**src/rtl/sortstk_pkg.sv**
```systemverilog
`timescale 1ns/1ps
// Shared types for the sortable stack: sequencer state encoding.
package sortstk_pkg;

    // Sort sequencer states: idle, start of pass, compare pair, step index
    typedef enum logic [1:0] {
        SS_IDLE = 2'b00,
        SS_PASS = 2'b01,
        SS_CMP  = 2'b10,
        SS_STEP = 2'b11
    } sort_state_e;

endpackage

```
**src/rtl/sortstk_cell.sv**
```systemverilog
`timescale 1ns/1ps
// One word register of the stack chain.
// Loads from the neighbour above on shift_dn, from the neighbour below on shift_up.
// Assumes the two shift controls are never active together.
module sortstk_cell #(
    parameter int WIDTH = 8
) (
    input  logic             clk,
    input  logic             rst_n,
    input  logic             shift_dn,
    input  logic             shift_up,
    input  logic [WIDTH-1:0] from_above,
    input  logic [WIDTH-1:0] from_below,
    output logic [WIDTH-1:0] q
);

    // Word storage: take the word from above or below, else hold
    always_ff @(posedge clk) begin
        if (!rst_n)        q <= '0;
        else if (shift_dn) q <= from_above;
        else if (shift_up) q <= from_below;
    end

    AST_ONE_SHIFT_DIR: assert property (@(posedge clk) disable iff (!rst_n)
        !(shift_dn && shift_up));

endmodule

```
**src/rtl/sortstk_xchg.sv**
```systemverilog
`timescale 1ns/1ps
// Pair exchanger: flags that two neighbouring words must trade places.
// The upper word is nearer the top. Comparison is unsigned.
// Assumes at most one exchanger is enabled per cycle.
module sortstk_xchg #(
    parameter int WIDTH = 8
) (
    input  logic             en,
    input  logic             asc,
    input  logic [WIDTH-1:0] upper,
    input  logic [WIDTH-1:0] lower,
    output logic             swap
);

    // Out-of-order test for the selected ordering
    always_comb begin
        if (asc) swap = en && (upper > lower);
        else     swap = en && (upper < lower);
    end

endmodule

```
**src/rtl/sortstk_occ.sv**
```systemverilog
`timescale 1ns/1ps
// Saturating occupancy counter with empty and full flags.
// Assumes inc and dec are already qualified by the caller (never both, no overflow).
module sortstk_occ #(
    parameter int DEPTH = 8,
    localparam int CNT_W = $clog2(DEPTH + 1)
) (
    input  logic             clk,
    input  logic             rst_n,
    input  logic             inc,
    input  logic             dec,
    output logic [CNT_W-1:0] count,
    output logic             empty,
    output logic             full
);

    // Count register: up on push, down on pop, reload otherwise
    always_ff @(posedge clk) begin
        if (!rst_n)   count <= '0;
        else if (inc) count <= count + 1'b1;
        else if (dec) count <= count - 1'b1;
        else          count <= count;
    end

    // Status flags from the count
    always_comb begin
        empty = (count == '0);
        full  = (count == CNT_W'(DEPTH));
    end

endmodule

```
**src/rtl/sortstk_ctrl.sv**
```systemverilog
`timescale 1ns/1ps
// Bubble-sort sequencer.
// The pass counter i rises from 0. Each pass walks the pair index j down from count-2 to i.
// One compare-and-maybe-swap cycle is followed by one index-step cycle.
// A request with fewer than two words ends at once.
// Assumes count is frozen while busy (the top masks push and pop).
module sortstk_ctrl #(
    parameter int DEPTH = 8,
    localparam int CNT_W = $clog2(DEPTH + 1),
    localparam int JW    = CNT_W + 1
) (
    input  logic             clk,
    input  logic             rst_n,
    input  logic             start,
    input  logic [CNT_W-1:0] count,
    output logic             busy,
    output logic             sel_en,
    output logic [CNT_W-1:0] sel_idx,
    output logic             done
);
    import sortstk_pkg::*;

    sort_state_e      state;
    logic [CNT_W-1:0] pass_i;
    logic [JW-1:0]    pair_j;
    logic [JW-1:0]    last_pair;
    logic             more_passes;
    logic             more_pairs;

    // Loop conditions; guarded so count-2 never wraps
    always_comb begin
        last_pair   = {1'b0, count} - JW'(2);
        more_passes = (count >= CNT_W'(2)) && ({1'b0, pass_i} <= last_pair);
        more_pairs  = !pair_j[JW-1] && (pair_j[CNT_W-1:0] >= pass_i);
    end

    // State register and the two loop counters
    always_ff @(posedge clk) begin
        if (!rst_n) begin
            state  <= SS_IDLE;
            pass_i <= '0;
            pair_j <= '0;
        end else begin
            case (state)
                SS_IDLE: if (start) begin
                    pass_i <= '0;
                    state  <= SS_PASS;
                end
                SS_PASS: if (more_passes) begin
                    pair_j <= last_pair;
                    state  <= SS_CMP;
                end else begin
                    state  <= SS_IDLE;
                end
                SS_CMP: if (more_pairs) begin
                    state  <= SS_STEP;
                end else begin
                    pass_i <= pass_i + 1'b1;
                    state  <= SS_PASS;
                end
                default: begin
                    pair_j <= pair_j - 1'b1;
                    state  <= SS_CMP;
                end
            endcase
        end
    end

    // Control outputs decoded from state and conditions
    always_comb begin
        busy    = (state != SS_IDLE);
        sel_en  = (state == SS_CMP) && more_pairs;
        sel_idx = pair_j[CNT_W-1:0];
        done    = (state == SS_PASS) && !more_passes;
    end

    AST_SHORT_SORT_END: assert property (@(posedge clk) disable iff (!rst_n)
        (state == SS_IDLE && start && count < CNT_W'(2)) |=> done);

    AST_DONE_SINGLE: assert property (@(posedge clk) disable iff (!rst_n)
        done |=> !done);

endmodule

```
**src/rtl/sortstk_top.sv**
```systemverilog
`timescale 1ns/1ps
// Sortable LIFO stack: a chain of DEPTH word registers with per-pair exchangers.
// Index 0 is the top. Push and pop shift the whole chain.
// A sort reuses the same shift controls to swap one neighbouring pair per cycle.
// Assumes sort_asc_i is held steady from the sort request until sort_done_o.
module sortstk_top #(
    parameter int DEPTH = 8,
    parameter int WIDTH = 8
) (
    input  logic                       clk,
    input  logic                       rst_n,
    input  logic                       push_i,
    input  logic                       pop_i,
    input  logic [WIDTH-1:0]           din_i,
    input  logic                       sort_start_i,
    input  logic                       sort_asc_i,
    output logic [WIDTH-1:0]           top_o,
    output logic [$clog2(DEPTH+1)-1:0] count_o,
    output logic                       empty_o,
    output logic                       full_o,
    output logic                       sort_done_o
);
    localparam int CNT_W = $clog2(DEPTH + 1);
    localparam int NPAIR = DEPTH - 1;

    logic [WIDTH-1:0] word   [DEPTH];
    logic [DEPTH-1:0] sh_dn;
    logic [DEPTH-1:0] sh_up;
    logic [NPAIR-1:0] pair_en;
    logic [NPAIR-1:0] pair_swap;
    logic             busy;
    logic             sel_en;
    logic [CNT_W-1:0] sel_idx;
    logic             blocked;
    logic             do_push;
    logic             do_pop;

    // Qualify external requests: masked by sorting, by each other, and by the flags
    always_comb begin
        blocked = busy || sort_start_i;
        do_push = push_i && !pop_i && !blocked && !full_o;
        do_pop  = pop_i && !push_i && !blocked && !empty_o;
    end

    sortstk_occ #(.DEPTH(DEPTH)) occ_i (
        .clk   (clk),
        .rst_n (rst_n),
        .inc   (do_push),
        .dec   (do_pop),
        .count (count_o),
        .empty (empty_o),
        .full  (full_o)
    );

    sortstk_ctrl #(.DEPTH(DEPTH)) ctrl_i (
        .clk     (clk),
        .rst_n   (rst_n),
        .start   (sort_start_i && !busy),
        .count   (count_o),
        .busy    (busy),
        .sel_en  (sel_en),
        .sel_idx (sel_idx),
        .done    (sort_done_o)
    );

    // One exchanger per neighbouring pair, enabled through the index decoder
    for (genvar p = 0; p < NPAIR; p++) begin : g_pair
        assign pair_en[p] = sel_en && (sel_idx == CNT_W'(p));
        sortstk_xchg #(.WIDTH(WIDTH)) xchg_i (
            .en    (pair_en[p]),
            .asc   (sort_asc_i),
            .upper (word[p]),
            .lower (word[p+1]),
            .swap  (pair_swap[p])
        );
    end

    // Register chain: shift controls merge external requests and pair swaps
    for (genvar k = 0; k < DEPTH; k++) begin : g_cell
        logic [WIDTH-1:0] above;
        logic [WIDTH-1:0] below;
        if (k == 0) begin : g_head
            assign above    = din_i;
            assign sh_dn[k] = do_push;
        end else begin : g_body
            assign above    = word[k-1];
            assign sh_dn[k] = do_push || pair_swap[k-1];
        end
        if (k == DEPTH - 1) begin : g_tail
            assign below    = '0;
            assign sh_up[k] = do_pop;
        end else begin : g_inner
            assign below    = word[k+1];
            assign sh_up[k] = do_pop || pair_swap[k];
        end
        sortstk_cell #(.WIDTH(WIDTH)) cell_i (
            .clk        (clk),
            .rst_n      (rst_n),
            .shift_dn   (sh_dn[k]),
            .shift_up   (sh_up[k]),
            .from_above (above),
            .from_below (below),
            .q          (word[k])
        );
    end

    assign top_o = word[0];

    AST_POP_EMPTY_HOLD: assert property (@(posedge clk) disable iff (!rst_n)
        (pop_i && !push_i && !blocked && empty_o) |=> (empty_o && count_o == '0));

    AST_PUSH_FULL_HOLD: assert property (@(posedge clk) disable iff (!rst_n)
        (push_i && !pop_i && !blocked && full_o) |=> (count_o == CNT_W'(DEPTH)));

    AST_COUNT_FROZEN_SORT: assert property (@(posedge clk) disable iff (!rst_n)
        blocked |=> $stable(count_o));

    AST_ONE_PAIR_ACTIVE: assert property (@(posedge clk) disable iff (!rst_n)
        $onehot0(pair_en));

endmodule

```
**config.mk**
```make
export PLATFORM = sky130hd
export DESIGN_NAME = sortstk_top
export DESIGN_NICKNAME = d
export VERILOG_FILES = /design/src/rtl/sortstk_pkg.sv /design/src/rtl/sortstk_cell.sv /design/src/rtl/sortstk_xchg.sv /design/src/rtl/sortstk_occ.sv /design/src/rtl/sortstk_ctrl.sv /design/src/rtl/sortstk_top.sv
export SDC_FILE = /design/constraint.sdc
export NUM_CORES = 1
export LEC_CHECK = 0
export BUFFER_PORTS_ARGS = -buffer_cell sky130_fd_sc_hd__buf_2
export CELL_PAD_IN_SITES_DETAIL_PLACEMENT = 0
export CELL_PAD_IN_SITES_GLOBAL_PLACEMENT = 1
export CORE_UTILIZATION = 40
export DETAILED_ROUTE_END_ITERATION = 8
export HOLD_SLACK_MARGIN = 0.12
export PLACE_DENSITY_LB_ADDON = 0.1
export SETUP_SLACK_MARGIN = 0.05
export SLEW_MARGIN = 20
export SYNTH_ARGS = -nofsm -noshare
export SYNTH_HDL_FRONTEND = slang
export SYNTH_SLANG_ARGS = --single-unit
```
**constraint.sdc**
```tcl
create_clock -name clk -period 4.9 [get_ports clk]
set_input_delay 0.49 -clock clk [delete_from_list [all_inputs] [get_ports clk]]
set_output_delay 0.49 -clock clk [all_outputs]
set_load 0.02 [all_outputs]
```
==> reports/results.txt <==
The run finished with clean final reports. For the number of hold buffers added after CTS, the log shows 0. Detailed placement finished with a half-perimeter wire length of 11.1 mm.

The final critical-path share of the clock period is 71.7%. The number of flops mapped to enable cells by yosys was 0; the maximum count of clock buffers along a single path was 2. The number of global-route vias before repair came out at 4625. In this run the power density over the cells is 316 nW/um^2.

By area, the combinational part of the netlist is dominated by compound AO/OA/AOI/OAI gates. For the maximum VDD drop, the log shows 0.145 mV. Across every metal layer, demand over resource in global routing totals 21.6%. Static timing analysis puts the maximum clock frequency at 285 MHz. Synthesis instantiated 64 different standard cells from the library. Dividing the detail-routed via count by the number of cells gives 5.63. The combinational share of power is 26.9%, and the die footprint is 14800 sq um.

The worst-case clock skew is 4.16 ps, and the internal power consumption is 1.30 mW. In this design, the stage delay of the slowest critical-path cell is 740 ps. The share of the Yosys chip area taken by registers is 27.7%.

The final period demand of the worst path is 3510 ps, and the number of hold violations in the final report is 0. For this run, the leading register cell type out of synthesis is dfxtp_1. Total number of yosys warnings: 0. The worst setup path is of the reg -> reg kind. In this run the register-to-register setup slack is 1390 ps.

The count of nets left with antenna violations once routing finished came out at 0. In this run, synthesis produced a sequential element count of 79. For this configuration, the core starts out at a cell density of 41.0%.

After floorplanning, the core was sized to cover 13900 sq um. Counting every instance in the synthesized netlist gives 682. The worst-skew pair later-pin latency is 340 ps, and the synthesized netlist net count is 771.

The die is 122 microns wide. The total iterations of the first detailed-routing run was 6; the adder-cell share of the synthesized area was 16.5%. Dividing the detail-routed wire length by the instance count gives 17.1 microns. The post-route cell area was 6200 sq um; the placement-stage cell area was 5930 sq um.

The clock-pin transition on the worst setup and hold timing paths was 60 ps. The startpoint identified for the worst register-to-register timing path is occ_i.count[0]$_SDFFE_PN0P_. Setup repair after global routing left no endpoint under its margin. The tools report the launching element type of the critical path as a flip-flop.

The number of pins with negative max-slew slack in the final report was 0; the clock network power share was 33.7%. TritonCTS built the clock tree. In this run the worst setup path begins at occ_i.count[0]$_SDFFE_PN0P_. Entering global routing, the biggest net connects 53 pins.

Netlist area before placement: 5720 sq um. The proportion of total power due to net switching is 33.5%, and the total negative setup slack is 0 ps. The commonest cells after synthesis are a21oi_1 (79), dfxtp_1 (79), ha_1 (74). Setup violations remaining at the end of the flow were counted as 0. The end of the worst register-to-register path was occ_i.count[3]$_SDFFE_PN0P_. Of the post-synthesis cell area, the dominant cell type holds 27.7%. The tool flagged a number of max-cap violations equal to 0. The tools report the number of DRC markers after the initial detailed-route iteration as 328.

STA classifies the critical path endpoint as a flip-flop. The top fanout value on the critical path is 17, and the relative slew slack is 19.7%. The post-synthesis to final-layout area growth was 8.42%; the xor/xnor share of the synthesized area was 0.460%. The number of cells on the worst reg-to-reg path is 11. The slew of the pin with the lowest slew margin came out at 1200 ps.

Counting tap cells, the placed design contains a total of 856 instances. The largest individual stage delay along the critical path comes from the cell nor3_2. Traced cell by cell, the critical path runs through nor4b_1, nand2b_1, nor3_2, inv_1, ha_1, a21o_1, a21oi_1, nor2_1, a21oi_1, xnor2_1, nor2_1. After detailed routing, the number of remaining DRC violations is 0. At the end of the flow, the number of nets in the layout was 776.

Ranked by total cell area, the synthesized netlist is headed by dfxtp_1 (28%), ha_1 (16%), mux2i_1 (8.6%), a21oi_1 (6.9%), inv_1 (4.5%). The path class of the tightest hold or removal check is in -> reg. Following the worst setup path forward leads to its endpoint at occ_i.count[3]$_SDFFE_PN0P_. The clock tree synthesis step divided the H-tree into 3 levels. The number of antenna violations at the first check in global routing came out at 0. The total number of clock tree sinks was 79. The first global-routing pass estimated 24.9 mm of wire.

The portion of netlist area occupied by mux cells was 8.58%. Of the total power, registers draw 39.3%. The congestion estimate from routability-driven global placement came to 0.772. Cells with a size suffix above 1 make up 8.83% of the layout. 29 I/O pins were placed.

Across all layers, the routed design uses 4905 vias. The power spent charging and discharging nets was 0.656 mW. For the remaining global-route overflow, the log shows 0. Complex-gate fraction of the synthesized area: 23.9%. The post-synthesis simple-gate area fraction is 15.1%. After filler insertion, the fill cell instance count of the layout stands at 1383.

The die is 122 microns tall. The root buffer cell chosen for the clock tree is clkbuf_16. Once layout is complete, the cells apart from fillers number 871.

For this design the static power due to leakage is 2.66 nW. The floorplan has 43 rows. Post-CTS repair changed the size of 0 cells. The total setup buffers inserted after CTS is 0.

The largest total area in the synthesized netlist belongs to dfxtp_1. The tools report the total clock buffers created by CTS as 9. The tightest hold path in the finished design has a slack of 401 ps. The number of antenna diodes was 0; the post-synthesis async set-or-reset flop share was 0%. The final layout contains routed wiring with a total length of 14.9 mm. Averaged over all synthesized cells, the footprint is 8.38 sq um. The data arrival time at the worst-slack endpoint is 3730 ps, and the number of buffers inserted by port buffering is 28.

The required time of the worst setup path is 5110 ps.
==> worst min-delay path by stage <==
stage	from	end	cells after the start
after floorplan	ctrl_i.pass_i[3]$_SDFFE_PN0P_	ctrl_i.pass_i[3]$_SDFFE_PN0P_	2
after global placement	ctrl_i.pass_i[3]$_SDFFE_PN0P_	ctrl_i.pass_i[3]$_SDFFE_PN0P_	2
after detailed placement	ctrl_i.pass_i[3]$_SDFFE_PN0P_	ctrl_i.pass_i[3]$_SDFFE_PN0P_	2
after CTS	din_i[2]	g_cell[0].cell_i.q[2]$_SDFFE_PN0P_	3
after global routing	din_i[6]	g_cell[0].cell_i.q[6]$_SDFFE_PN0P_	3
final	din_i[2]	g_cell[0].cell_i.q[2]$_SDFFE_PN0P_	3
==> kinds of logic after synthesis <==
| logic type | Yosys count |
|---|---|
| AND/OR/NAND/NOR | 164 |
| multiplexers | 49 |
| XOR/XNOR | 3 |
| adder cells (fa/ha/maj) | 75 |
| flip-flops | 79 |
| AO/OA/AOI/OAI | 207 |
| buffers and inverters | 105 |
==> layout make-up <==
class	count	area [sq um]	share of cell area [%]
repair buffers	30	155	2.50
inverters	69	259	4.18
clock buffers	14	244	3.94
multi-input cells	498	3700	59.8
well taps	180	225	3.63
flip-flops and latches	79	1580	25.5
clock inverters	1	30.0	0.484
==> cell usage in the layout (no fill, tap or decap), types with 28 or more instances in the layout <==
cell and count:
a21oi_1 79, dfxtp_1 79, ha_1 74, inv_1 68, mux2i_1 49, nor2_1 42, nand2_1 38, o21ai_0 30
buf_2 28
==> critical path, delay by kind of cell, from the launching register on <==
kind / cells / cell delay [ps]
and+or+nand+nor: 5 / 1130
AOI/OAI and AO/OA: 3 / 510
xor gates and xnor gates: 1 / 140
adders and majority gates: 1 / 430
DFF: 1 / 580
buffers and inverters: 1 / 590
==> power groups by stage <==
stage                     Sequential [mW]  Combinational, mW  Clock (mW)
after floorplan                     0.762              0.408           0
after global placement              0.786              0.517           0
after detailed placement            0.786              0.527           0
after CTS                           0.772              0.531       0.671
after global routing                0.781              0.609       0.703
final                               0.771              0.528       0.661
==> flip-flops by register name, summed over array words and instances, names as in the netlist <==
name / flops
occ_i.count: 4
ctrl_i.state: 2
ctrl_i.pair_j: 5
ctrl_i.pass_i: 4
g_cell.cell_i.q: 64
==> per-layer routing <==
| metal | share of wire (%) | vias up | track usage, % |
|---|---|---|---|
| met5 | 0 | - | 0 |
| met4 | 1.3 | 0 | 6.71 |
| met3 | 2.4 | 14 | 2.72 |
| met2 | 46 | 79 | 34.6 |
| met1 | 51 | 2295 | 30.1 |
| li1 | - | 2517 | - |
==> through the flow <==
step | utilization (%) | worst slack (ps) | power [mW]
floorplan | - | 1680 | 1.17
global placement | 42.5 | 1280 | 1.30
detailed placement | 42.5 | 1250 | 1.31
CTS | 44.5 | 1300 | 1.97
global route | 44.5 | 1050 | 2.09
finish | 44.5 | 1390 | 1.96
(Power assumes the default switching activity.)
